`src/rtl/alu8_pkg.sv`:
```
package alu8_pkg;
  localparam int DW  = 8;
  localparam int NW  = DW / 2;
  localparam int OPW = 4;

  typedef enum logic [OPW-1:0] {
    OP_ADD  = 4'h0, OP_ADDC = 4'h1, OP_SUBB = 4'h2, OP_INC  = 4'h3,
    OP_DEC  = 4'h4, OP_AND  = 4'h5, OP_OR   = 4'h6, OP_XOR  = 4'h7,
    OP_CPL  = 4'h8, OP_RL   = 4'h9, OP_RLC  = 4'hA, OP_RR   = 4'hB,
    OP_RRC  = 4'hC, OP_MUL  = 4'hD, OP_DIV  = 4'hE, OP_DA   = 4'hF
  } alu_op_e;

  // nibble above the largest decimal digit
  function automatic logic nib_over9(input logic [NW-1:0] n);
    return n > NW'(9);
  endfunction
endpackage

```
`src/rtl/alu8_addsub.sv`:
```
module alu8_addsub
  import alu8_pkg::*;
(
  input  logic [DW-1:0] a,
  input  logic [DW-1:0] b,
  input  logic          cin,
  input  logic          sub,
  output logic [DW-1:0] sum,
  output logic          cy,
  output logic          ac,
  output logic          ov
);
  logic [DW-1:0] b_eff;
  logic          c_eff;
  logic [NW:0]   low_s;
  logic [NW-1:0] mid_s;
  logic          c_mid;
  logic [1:0]    top_s;
  // named carries for the checks
  logic c_nib, c_msb_in, c_msb_out;

  always_comb begin
    b_eff     = sub ? ~b : b;
    c_eff     = sub ? ~cin : cin;
    low_s     = {1'b0, a[NW-1:0]} + {1'b0, b_eff[NW-1:0]} + {{NW{1'b0}}, c_eff};
    c_nib     = low_s[NW];
    {c_mid, mid_s[NW-2:0]} = {1'b0, a[DW-2:NW]} + {1'b0, b_eff[DW-2:NW]} + {{(NW-1){1'b0}}, c_nib};
    mid_s[NW-1] = 1'b0;
    c_msb_in  = c_mid;
    top_s     = {1'b0, a[DW-1]} + {1'b0, b_eff[DW-1]} + {1'b0, c_msb_in};
    c_msb_out = top_s[1];
    sum       = {top_s[0], mid_s[NW-2:0], low_s[NW-1:0]};
    cy        = sub ? ~c_msb_out : c_msb_out;
    ac        = sub ? ~c_nib : c_nib;
    ov        = c_msb_in ^ c_msb_out;
  end

  // signed overflow only when operand signs allow it
  always_comb begin
    if (ov) begin

      add_ov_sign_chk: assert (sub || (a[DW-1] == b[DW-1]));

      sub_ov_sign_chk: assert (!sub || (a[DW-1] != b[DW-1]));
    end
  end
endmodule

```
`src/rtl/alu8_bitops.sv`:
```
module alu8_bitops
  import alu8_pkg::*;
(
  input  alu_op_e       op,
  input  logic [DW-1:0] a,
  input  logic [DW-1:0] b,
  input  logic          cin,
  output logic [DW-1:0] res,
  output logic          cy
);
  always_comb begin
    res = '0;
    cy  = cin;
    unique case (op)
      OP_AND: res = a & b;
      OP_OR:  res = a | b;
      OP_XOR: res = a ^ b;
      OP_CPL: res = ~a;
      OP_RL:  res = {a[DW-2:0], a[DW-1]};
      OP_RR:  res = {a[0], a[DW-1:1]};
      OP_RLC: begin res = {a[DW-2:0], cin}; cy = a[DW-1]; end
      OP_RRC: begin res = {cin, a[DW-1:1]}; cy = a[0]; end
      default: res = '0;
    endcase
  end

  always_comb begin
    if (op == OP_RL || op == OP_RR) begin

      rot_ones_chk: assert ($countones(res) == $countones(a));
    end
    if (op == OP_RLC || op == OP_RRC) begin

      rotc_ones_chk: assert (($countones(res) + int'(cy)) == ($countones(a) + int'(cin)));
    end
  end
endmodule

```
`src/rtl/alu8_muldiv.sv`:
```
module alu8_muldiv
  import alu8_pkg::*;
(
  input  logic [DW-1:0] a,
  input  logic [DW-1:0] b,
  output logic [DW-1:0] prod_lo,
  output logic [DW-1:0] prod_hi,
  output logic [DW-1:0] quo,
  output logic [DW-1:0] rem,
  output logic          div_zero
);
  logic [2*DW-1:0] prod;

  always_comb begin
    prod     = {{DW{1'b0}}, a} * {{DW{1'b0}}, b};
    prod_lo  = prod[DW-1:0];
    prod_hi  = prod[2*DW-1:DW];
    div_zero = (b == '0);
    quo      = div_zero ? '1 : a / b;
    rem      = div_zero ? '1 : a % b;
  end

  always_comb begin

    mul_hi_bound_chk: assert (a == '0 || prod_hi < a);
    if (!div_zero) begin

      div_recon_chk: assert (({{DW{1'b0}}, quo} * {{DW{1'b0}}, b} + {{DW{1'b0}}, rem}) == {{DW{1'b0}}, a});

      div_rem_chk: assert (rem < b);
    end
  end
endmodule

```
`src/rtl/alu8_decadj.sv`:
```
module alu8_decadj
  import alu8_pkg::*;
(
  input  logic [DW-1:0] a,
  input  logic          cin,
  input  logic          acin,
  output logic [DW-1:0] res,
  output logic          cy
);
  logic          fix_lo, fix_hi, c_step1;
  logic [DW:0]   step1;
  logic [DW-1:0] step2;

  always_comb begin
    fix_lo  = nib_over9(a[NW-1:0]) || acin;
    step1   = {1'b0, a} + (fix_lo ? (DW+1)'(8'h06) : '0);
    c_step1 = step1[DW];
    fix_hi  = nib_over9(step1[DW-1:NW]) || cin || c_step1;
    step2   = step1[DW-1:0] + (fix_hi ? DW'(8'h60) : '0);
    res     = step2;
    cy      = fix_hi;
  end

  always_comb begin

    da_keep_cy_chk: assert (!cin || cy);
  end
endmodule

```
`src/rtl/alu8_core.sv`:
```
module alu8_core
  import alu8_pkg::*;
(
  input  logic           rst,
  input  logic [OPW-1:0] op,
  input  logic [DW-1:0]  src_a,
  input  logic [DW-1:0]  src_b,
  input  logic           cy_in,
  input  logic           ac_in,
  output logic [DW-1:0]  res_lo,
  output logic [DW-1:0]  res_hi,
  output logic           cy_out,
  output logic           ac_out,
  output logic           ov_out
);
  alu_op_e opc;
  assign opc = alu_op_e'(op);

  // adder operand selection
  logic [DW-1:0] as_b;
  logic          as_cin, as_sub;
  always_comb begin
    as_b   = src_b;
    as_cin = 1'b0;
    as_sub = 1'b0;
    unique case (opc)
      OP_ADDC: as_cin = cy_in;
      OP_SUBB: begin as_cin = cy_in; as_sub = 1'b1; end
      OP_INC:  as_b = DW'(1);
      OP_DEC:  begin as_b = DW'(1); as_sub = 1'b1; end
      default: ;
    endcase
  end

  logic [DW-1:0] as_sum, bo_res, md_lo, md_hi, md_q, md_r, da_res;
  logic          as_cy, as_ac, as_ov, bo_cy, md_dz, da_cy;

  alu8_addsub u_addsub (
    .a(src_a), .b(as_b), .cin(as_cin), .sub(as_sub),
    .sum(as_sum), .cy(as_cy), .ac(as_ac), .ov(as_ov)
  );

  alu8_bitops u_bitops (
    .op(opc), .a(src_a), .b(src_b), .cin(cy_in),
    .res(bo_res), .cy(bo_cy)
  );

  alu8_muldiv u_muldiv (
    .a(src_a), .b(src_b), .prod_lo(md_lo), .prod_hi(md_hi),
    .quo(md_q), .rem(md_r), .div_zero(md_dz)
  );

  alu8_decadj u_decadj (
    .a(src_a), .cin(cy_in), .acin(ac_in), .res(da_res), .cy(da_cy)
  );

  always_comb begin
    res_lo = '0;
    res_hi = '0;
    cy_out = cy_in;
    ac_out = ac_in;
    ov_out = 1'b0;
    if (!rst) begin
      unique case (opc)
        OP_ADD, OP_ADDC, OP_SUBB: begin
          res_lo = as_sum; cy_out = as_cy; ac_out = as_ac; ov_out = as_ov;
        end
        OP_INC, OP_DEC: res_lo = as_sum;
        OP_AND, OP_OR, OP_XOR, OP_CPL,
        OP_RL, OP_RLC, OP_RR, OP_RRC: begin
          res_lo = bo_res; cy_out = bo_cy;
        end
        OP_MUL: begin
          res_lo = md_lo; res_hi = md_hi; cy_out = 1'b0; ov_out = (md_hi != '0);
        end
        OP_DIV: begin
          res_lo = md_q; res_hi = md_r; cy_out = 1'b0; ov_out = md_dz;
        end
        OP_DA: begin
          res_lo = da_res; cy_out = da_cy;
        end
        default: ;
      endcase
    end else begin
      cy_out = 1'b0;
      ac_out = 1'b0;
    end
  end

  always_comb begin
    if (rst) begin

      rst_zero_chk: assert (res_lo == '0 && res_hi == '0 && !cy_out && !ac_out && !ov_out);
    end else if (opc != OP_MUL && opc != OP_DIV) begin

      hi_idle_chk: assert (res_hi == '0);
    end
  end
endmodule

```
`config.mk`:
```
export PLATFORM = sky130hd
export DESIGN_NAME = alu8_core
export DESIGN_NICKNAME = d
export VERILOG_FILES = /design/src/rtl/alu8_pkg.sv /design/src/rtl/alu8_addsub.sv /design/src/rtl/alu8_bitops.sv /design/src/rtl/alu8_muldiv.sv /design/src/rtl/alu8_decadj.sv /design/src/rtl/alu8_core.sv
export SDC_FILE = /design/constraint.sdc
export NUM_CORES = 1
export LEC_CHECK = 0
export BUFFER_PORTS_ARGS = -buffer_cell sky130_fd_sc_hd__buf_2
export CAP_MARGIN = 20
export CORE_MARGIN = 2
export CORE_UTILIZATION = 64
export DETAILED_ROUTE_END_ITERATION = 10
export PLACE_DENSITY = 0.92
export SLEW_MARGIN = 20
export SYNTH_ARGS = -nofsm -noshare
export SYNTH_HDL_FRONTEND = slang
export SYNTH_HIERARCHICAL = 1
export SYNTH_SLANG_ARGS = --single-unit
```
`constraint.sdc`:
```
create_clock -name vclk -period 58.2
set_input_delay 11.64 -clock vclk [all_inputs]
set_output_delay 11.64 -clock vclk [all_outputs]
set_load 0.1 [all_outputs]
```
==> results of run 1 <==
==> worst min-delay path by stage <==
stage               startpoint      to  slack [ns]  cells after the start
floorplan                  rst  cy_out       23.63                      1
global placement         ac_in  ac_out       23.81                      4
detailed placement       ac_in  ac_out       23.81                      4
CTS                      ac_in  ac_out       23.81                      4
global route             ac_in  ac_out       23.84                      4
finish                   ac_in  ac_out       23.83                      4
==> final cells by class <==
type / count / share of cell area
inverter: 104 / 0.06093
timing repair buffer: 43 / 0.03398
tap: 133 / 0.02597
multi-input combinational: 692 / 0.8791
==> where the power goes <==
| group | switching, mW | leakage (nW) | internal, mW |
|---|---|---|---|
| clock | 0 | 0 | 0 |
| sequential | 0 | 0 | 0 |
| combinational | 0.0805 | 3.23 | 0.0490 |
| total | 0.0805 | 3.23 | 0.0490 |
==> routing by layer <==
metal,GRT usage,vias to the layer above,wire length (um)
met4,0.2133,0,1080
met2,0.5254,415,8110
met3,0.02983,84,1660
met1,0.4390,3004,7013
met5,0,-,0
li1,-,2931,-
==> through the flow <==
stage / power [mW] / instance area, um2
6_report: 0.1295 / 6407
5_1_grt: 0.1409 / 6407
4_1_cts: 0.1264 / 6407
3_5_place_dp: 0.1256 / 6407
3_3_place_gp: 0.1224 / 6407
2_1_floorplan: 0.09748 / 6233
==> critical path: cells and delay by family <==
family                   cells  cell delay, ns
AND/OR/NAND/NOR             14            3.32
multiplexers                 4            1.26
adder cells (fa/ha/maj)      7            2.11
buffers and inverters        5            0.85
AO/OA/AOI/OAI               21            5.70
==> cells in the final DEF (no fill, tap or decap), drive strengths merged, types with 23 or more instances in the layout <==
cell	netlist	routed
nand2	66	66
ha	101	101
buf	21	43
mux2i	23	23
nor2	85	85
inv	104	104
xor2	23	23
a21oi	46	46
fa	44	44
o21ai	33	33
xnor2	29	29
==> cells by family (layout without fill, tap and decap cells) <==
| logic type | Yosys count | after routing | synth area share |
|---|---|---|---|
| AO/OA/AOI/OAI | 194 | 194 | 0.2244 |
| multiplexers | 31 | 31 | 0.05199 |
| AND/OR/NAND/NOR | 270 | 270 | 0.2082 |
| XOR/XNOR | 52 | 52 | 0.07427 |
| adder cells (fa/ha/maj) | 145 | 145 | 0.3440 |
| buffers and inverters | 142 | 147 | 0.09715 |
==> flow_metrics.env, run 1 <==
export IMPL_n_clock_buffer=0
export IMPL_dr_pass1_iters=6
export IMPL_gr_total_overflow=0
export IMPL_num_vias=6434
export IMPL_startpoint_type="input port"
export IMPL_post_cts_setup_buffer_count=0
export IMPL_core_area_um2=9594
export IMPL_grtUsageTotal=0.3334
export IMPL_crit_fanout=14
export IMPL_fin_util=0.6678
export IMPL_critical_path_max_stage_delay_ns=0.84
export IMPL_cts_hold_buffers=0
export IMPL_fin_cells=972
export IMPL_synth_nets=1002
export IMPL_required_ns=46.56
export IMPL_vias_per_cell=6.619
export IMPL_finalCriticalPeriod_ns=36.57
export IMPL_die_w_um=102.7
export IMPL_tns_ns=0
export IMPL_hp_class="input port to output port"
export IMPL_ios=42
export IMPL_ctsResizeCount=0
export IMPL_port_buffers=42
export IMPL_netlist_area_leader_share=0.2027
export IMPL_place_gp_congestion=1.001
export IMPL_synthDistinctLibCells=79
export IMPL_worstMarginPinSlew_ns=1.036
export IMPL_rsz0062_at_grt="false"
export IMPL_maxSlewViolCount=0
export IMPL_synthTopCellsByCount="104 x inv_1, 101 x ha_1, 85 x nor2_1"
export IMPL_post_dp_hpwl_mm=13.70
export IMPL_n_antenna_cell=0
export IMPL_peakVddDrop_mv=0.01159
export IMPL_synthTopCellsByArea="ha_1 20%, fa_1 14%, inv_1 6.3%, nor2_1 5.1%, xnor2_1 3.9%"
export IMPL_p_leak_nw=3.228
export IMPL_regArea_um2=0
export IMPL_syn_mean_instance_area_um2=7.474
export IMPL_startpoint="src_b[5]"
export IMPL_chipHeight_um=102.7
export IMPL_grt_pass1_vias=5981
export IMPL_fmax_mhz=27.34
export IMPL_ys_seq_area_frac=0
export IMPL_synth_most_common_cell="inv_1"
export IMPL_synth_top_area_cell="ha_1"
export IMPL_hold_viol_final=0
export IMPL_p_per_area_nw_per_um2=20.22
export IMPL_nets=1009
export IMPL_period_share=0.6284
export IMPL_antenna_found_initial=0
export IMPL_multi_input_area_um2=5633
export IMPL_seq_cell_count=0
export IMPL_setup_viol=0
export IMPL_worstPathArrival_ns=24.93
export IMPL_grt_max_degree=50
export IMPL_rows=36
export IMPL_ant_nets=0
export IMPL_die_area_um2=10550
export IMPL_maxCapViolations=0
export IMPL_worst_setup_path_type="input port to output port"
export IMPL_place_ws_ns=21.98
export IMPL_initial_core_util=0.6497
export IMPL_post_drt_wl_per_cell_um=18.38
export IMPL_worst_slack_ns=21.63
export IMPL_area_delta_synth_final_pct=2.790
export IMPL_place_inst=972
export IMPL_cpMostUsedCell="ha_1"
export IMPL_n_fill_cell=813
export IMPL_netlist_instances=834
export IMPL_synth_area_um2=6233
export IMPL_drt_iter0_markers=776
export IMPL_yosysWarnings=6
export IMPL_slew_headroom=0.3055
export IMPL_totalWireLength_mm=17.87
export IMPL_route_detailed_drc=0
export IMPL_slowest_stage="a41oi_1"
export IMPL_status="finished clean"
export IMPL_hold_slack_ns=23.83
export IMPL_crit_end="res_lo[0]"
export IMPL_grt_pass1_wl_mm=28.09
export IMPL_cp_end_kind="output port"
export IMPL_layout_drive_gt1_share=0.08939
No activity file was read; power rests on OpenSTA's default activity.
==> inputs of run 2 (changes only) <==
ABC_AREA = 1   (was default)
PLACE_DENSITY = 0.91   (was 0.92)
clock period = 36.3 ns   (was 58.2 ns; I/O delays follow)
==> flow_metrics.env, run 2 <==
export IMPL_dr_pass1_iters=5
export IMPL_worstHoldPathCells=4
export IMPL_synthTopCellsByCount="313 x nand2_1, 203 x inv_1, 134 x nand3_1"
export IMPL_rows=37
export IMPL_crit_fanout=15
export IMPL_synth_most_common_cell="nand2_1"
export IMPL_critPathTopFamily="simple AND/OR/NAND/NOR gates"
export IMPL_totalWireLength_mm=17.60
export IMPL_slew_headroom=0.5021
export IMPL_n_clock_buffer=0
export IMPL_post_dp_hpwl_mm=13.66
export IMPL_fin_util=0.6751
export IMPL_synth_nets=1281
export IMPL_setup_viol=0
export IMPL_fin_cells=1258
export IMPL_place_gp_congestion=0.9805
export IMPL_tns_ns=0
export IMPL_peakVddDrop_mv=0.03055
export IMPL_place_inst=1258
export IMPL_nets=1292
export IMPL_layout_drive_gt1_share=0.1052
export IMPL_required_ns=29.04
export IMPL_gr_total_overflow=0
export IMPL_period_share=0.6811
export IMPL_hold_path_endpoint="ac_out"
export IMPL_p_per_area_nw_per_um2=28.99
export IMPL_grt_max_degree=27
export IMPL_initial_core_util=0.6584
export IMPL_seq_cell_count=0
export IMPL_antenna_found_initial=0
export IMPL_die_area_um2=11410
export IMPL_ios=42
export IMPL_vias_per_cell=5.654
export IMPL_chipHeight_um=106.8
export IMPL_maxCapViolations=0
export IMPL_critPathBufInv=9
export IMPL_die_w_um=106.8
export IMPL_ys_seq_area_frac=0
export IMPL_synth_top_area_cell="ha_1"
export IMPL_final_common_cell="nand2_1"
export IMPL_route_detailed_drc=0
export IMPL_worstPathArrival_ns=17.46
export IMPL_grt_pass1_vias=6560
export IMPL_cts_hold_buffers=0
export IMPL_hp_class="input port to output port"
export IMPL_hp_start="ac_in"
export IMPL_finalCriticalPeriod_ns=24.72
export IMPL_port_buffers=42
export IMPL_syn_mean_instance_area_um2=6.080
export IMPL_status="finished clean"
export IMPL_post_cts_setup_buffer_count=0
export IMPL_p_leak_nw=4.295
export IMPL_ctsResizeCount=0
export IMPL_slowest_stage="fa_1"
export IMPL_hold_viol_final=0
export IMPL_cp_end_kind="output port"
export IMPL_synthDistinctLibCells=45
export IMPL_startpoint_type="input port"
export IMPL_cpMostUsedCell="nand2_1"
export IMPL_netlist_area_leader_share=0.1868
export IMPL_post_drt_wl_per_cell_um=13.99
export IMPL_maxSlewViolCount=0
export IMPL_synth_area_um2=6766
export IMPL_grt_pass1_wl_mm=29.32
export IMPL_power_uw=201.1
export IMPL_grtUsageTotal=0.3081
export IMPL_synthTopCellsByArea="ha_1 19%, nand2_1 17%, fa_1 13%, inv_1 11%, nand3_1 9.9%"
export IMPL_area_delta_synth_final_pct=2.533
export IMPL_n_antenna_cell=0
export IMPL_critical_path_max_stage_delay_ns=0.49
export IMPL_regArea_um2=0
export IMPL_drt_iter0_markers=814
export IMPL_fmax_mhz=40.45
export IMPL_ant_nets=0
export IMPL_worstMarginPinSlew_ns=0.7460
export IMPL_rsz0062_at_grt="false"
export IMPL_layout_common_cells="313 x nand2_1, 203 x inv_1, 134 x nand3_1"
export IMPL_yosysWarnings=6
export IMPL_num_vias=7113
export IMPL_core_area_um2=10280
export IMPL_netlist_instances=1113
export IMPL_worst_setup_path_type="input port to output port"
[run 2: cell count changes after synthesis, moves of 11 or more]
| cell | before | now |
|---|---|---|
| nand2b_1 | 11 | 0 |
| inv_1 | 104 | 203 |
| mux2i_1 | 23 | 0 |
| nor2_4 | 0 | 11 |
| nor2b_1 | 17 | 0 |
| nand2_1 | 65 | 313 |
| xnor2_1 | 28 | 13 |
| nand3_1 | 17 | 134 |
| nand3_2 | 1 | 14 |
| nor3_1 | 20 | 5 |
| nor2_1 | 85 | 59 |
[run 2: per-stage QoR]
step / hold WS [ns] / worst slack (ns) / area, um2
floorplan: 14.96 / 12.30 / 6766
global placement: 15.05 / 12.03 / 6938
detailed placement: 15.06 / 11.76 / 6938
CTS: 15.06 / 11.72 / 6938
global route: 15.09 / 10.60 / 6938
finish: 15.06 / 11.58 / 6938
[run 2: area by class of cell]
| type | instances | area (um2) |
|---|---|---|
| multi-input cells | 864 | 5744 |
| well taps | 136 | 170.2 |
| inverters | 216 | 813.3 |
| fillers | 926 | 3339 |
| repair buffers | 42 | 210.2 |
[run 2: report_power, final]
| part | internal (mW) | leakage [nW] | switching (mW) |
|---|---|---|---|
| Combinational | 0.0708 | 4.30 | 0.130 |
| Sequential | 0 | 0 | 0 |
| Clock | 0 | 0 | 0 |
[run 2: layer usage]
metal,up-vias,part of all wire,GRT usage
li1,3500,-,-
met1,3232,0.42,0.4196
met2,326,0.46,0.5150
met3,55,0.089,0.01884
met4,0,0.035,0.1132
met5,-,0,0
[run 2: how the worst max path moves through the flow]
stage | startpoint | slack [ns] | cells after the start | to
floorplan | src_b[0] | 12.30 | 68 | res_hi[0]
global placement | src_b[0] | 12.03 | 71 | res_hi[0]
detailed placement | src_b[0] | 11.76 | 69 | res_hi[0]
CTS | src_b[0] | 11.72 | 69 | res_hi[0]
global route | src_b[0] | 10.60 | 74 | res_hi[7]
finish | src_b[0] | 11.58 | 69 | res_hi[0]
[run 2: kinds of logic (layout without fill, tap and decap cells)]
kind of cell               count (synthesis)  in the layout  share of synthesized area
and+or+nand+nor                          572            572                     0.3870
AOI/OAI and AO/OA                        107            107                    0.09320
adders and majority gates                145            145                     0.3169
xor gates and xnor gates                  40             40                    0.05178
buffers and inverters                    249            258                     0.1511
==> inputs of run 3 (changes only) <==
ABC_AREA = 0   (was 1)
CORE_UTILIZATION = 59   (was 64)
PLACE_DENSITY = 0.89   (was 0.91)
clock period = 20 ns   (was 36.3 ns; I/O delays follow)
==> flow_metrics.env, run 3 (synthesis results as in run 1) <==
export IMPL_status="finished clean"
export IMPL_power_uw=389.0
export IMPL_combPwrFrac=1.000
export IMPL_p_clk_frac=0
export IMPL_gr_total_overflow=0
export IMPL_antenna_found_initial=1
export IMPL_finalCriticalPeriod_ns=19.45
export IMPL_layout_drive_gt1_share=0.1287
export IMPL_route_detailed_drc=0
export IMPL_post_cts_setup_buffer_count=0
export IMPL_slew_headroom=0.3435
export IMPL_n_clock_buffer=0
export IMPL_place_ws_ns=-0.1533
export IMPL_die_area_um2=11400
export IMPL_worstMarginPinSlew_ns=0.9794
export IMPL_rows=37
export IMPL_area_delta_synth_final_pct=7.688
export IMPL_chipHeight_um=106.8
export IMPL_p_sw_uw=238.3
export IMPL_port_buffers=42
export IMPL_fin_util=0.6532
export IMPL_worst_slack_ns=0.5487
export IMPL_fmax_mhz=51.41
export IMPL_grt_pass1_wl_mm=29.99
export IMPL_totalWireLength_mm=18.89
export IMPL_cp_end_kind="output port"
export IMPL_p_leak_nw=3.330
export IMPL_p_seq_frac=0
export IMPL_grt_max_degree=50
export IMPL_worst_setup_path_type="input port to output port"
export IMPL_hold_slack_ns=8.552
export IMPL_switching_share=0.6125
export IMPL_period_share=0.9726
export IMPL_startpoint_type="input port"
export IMPL_fin_cells=992
export IMPL_critical_path_max_stage_delay_ns=0.68
export IMPL_grt_pass1_vias=6338
export IMPL_nets=1025
export IMPL_initial_core_util=0.6065
export IMPL_hold_viol_final=0
export IMPL_peakVddDrop_mv=0.06199
export IMPL_vias_per_cell=6.623
export IMPL_setup_viol=0
export IMPL_cpMostUsedCell="ha_1"
export IMPL_num_vias=6570
export IMPL_post_dp_hpwl_mm=14.41
export IMPL_p_per_area_nw_per_um2=57.94
export IMPL_final_common_cell="inv_1"
export IMPL_seq_cell_count=0
export IMPL_worstPathArrival_ns=15.45
export IMPL_die_w_um=106.8
export IMPL_drt_iter0_markers=742
export IMPL_slowest_stage="or4b_2"
export IMPL_maxCapViolations=0
export IMPL_crit_fanout=11
export IMPL_grtUsageTotal=0.3244
export IMPL_core_area_um2=10280
export IMPL_post_drt_wl_per_cell_um=19.04
export IMPL_dr_pass1_iters=6
export IMPL_hp_class="input port to output port"
export IMPL_layout_common_cells="104 x inv_1, 101 x ha_1, 79 x nor2_1"
export IMPL_required_ns=16.00
export IMPL_place_gp_congestion=1.022
export IMPL_n_fill_cell=865
export IMPL_power_internal_uw=150.7
export IMPL_maxSlewViolCount=0
export IMPL_place_inst=991
export IMPL_ant_nets=0
export IMPL_ios=42
export IMPL_regArea_um2=0
==> run 3: cell types whose count changed in the layout (fill, tap and decap cells not counted), moves of 12 or more <==
cell / previous run / this run
nor2b_1: 0 / 17
inv_1: 203 / 104
xnor2_1: 13 / 28
nand3_1: 134 / 17
mux2i_1: 0 / 22
buf_4: 0 / 17
nor3_1: 5 / 17
nor2_1: 59 / 79
nand3_2: 14 / 1
nand2_1: 313 / 64
==> run 3: cell type report <==
class              count  area, um2  area share
diodes                 1      2.502   0.0003728
inverters            104      390.4     0.05815
multi-input cells    692       5722      0.8524
well taps            136      170.2     0.02535
repair buffers        59      427.9     0.06375
==> run 3: timing repair <==
action / CTS / global route
setup endpoints to repair: 3 / 9
pin swaps: 0 / 1
hold buffers: 0 / 0
gates resized for setup: 3 / 17
==> run 3: path summary, 6_finish.rpt <==
path / from / end / slack, ns / depth (start not counted)
setup / recovery: src_b[2] / res_hi[7] / 0.55 / 49
hold / removal: ac_in / ac_out / 8.55 / 4
==> run 3: layer usage <==
metal | vias to the layer above | part of all wire | GRT usage
li1 | 2968 | - | -
met1 | 3088 | 0.39 | 0.4189
met2 | 409 | 0.46 | 0.5341
met3 | 105 | 0.095 | 0.03587
met4 | 0 | 0.053 | 0.1679
met5 | - | 0 | 0
==> run 3: power groups by stage <==
stage	clock network [mW]	logic, mW	registers [mW]
5_1_grt	0	0.421	0
2_1_floorplan	0	0.285	0
6_report	0.00000000671	0.389	0
3_5_place_dp	0	0.373	0
3_3_place_gp	0	0.362	0
4_1_cts	0	0.376	0
==> run 3: through the flow <==
step                area, um2    TNS [ns]
global placement         6639           0
CTS                      6653           0
detailed placement       6639     -0.1858
global route             6710  -0.0009557
finish                   6713           0
floorplan                6251           0
==> run 3: critical path, delay by kind of cell <==
kind | cells | cell delay (ns)
buffers and inverters | 3 | 0.50
AND/OR/NAND/NOR | 13 | 3.14
AO/OA/AOI/OAI | 22 | 4.32
multiplexers | 4 | 1.28
adder cells (fa/ha/maj) | 7 | 2.17
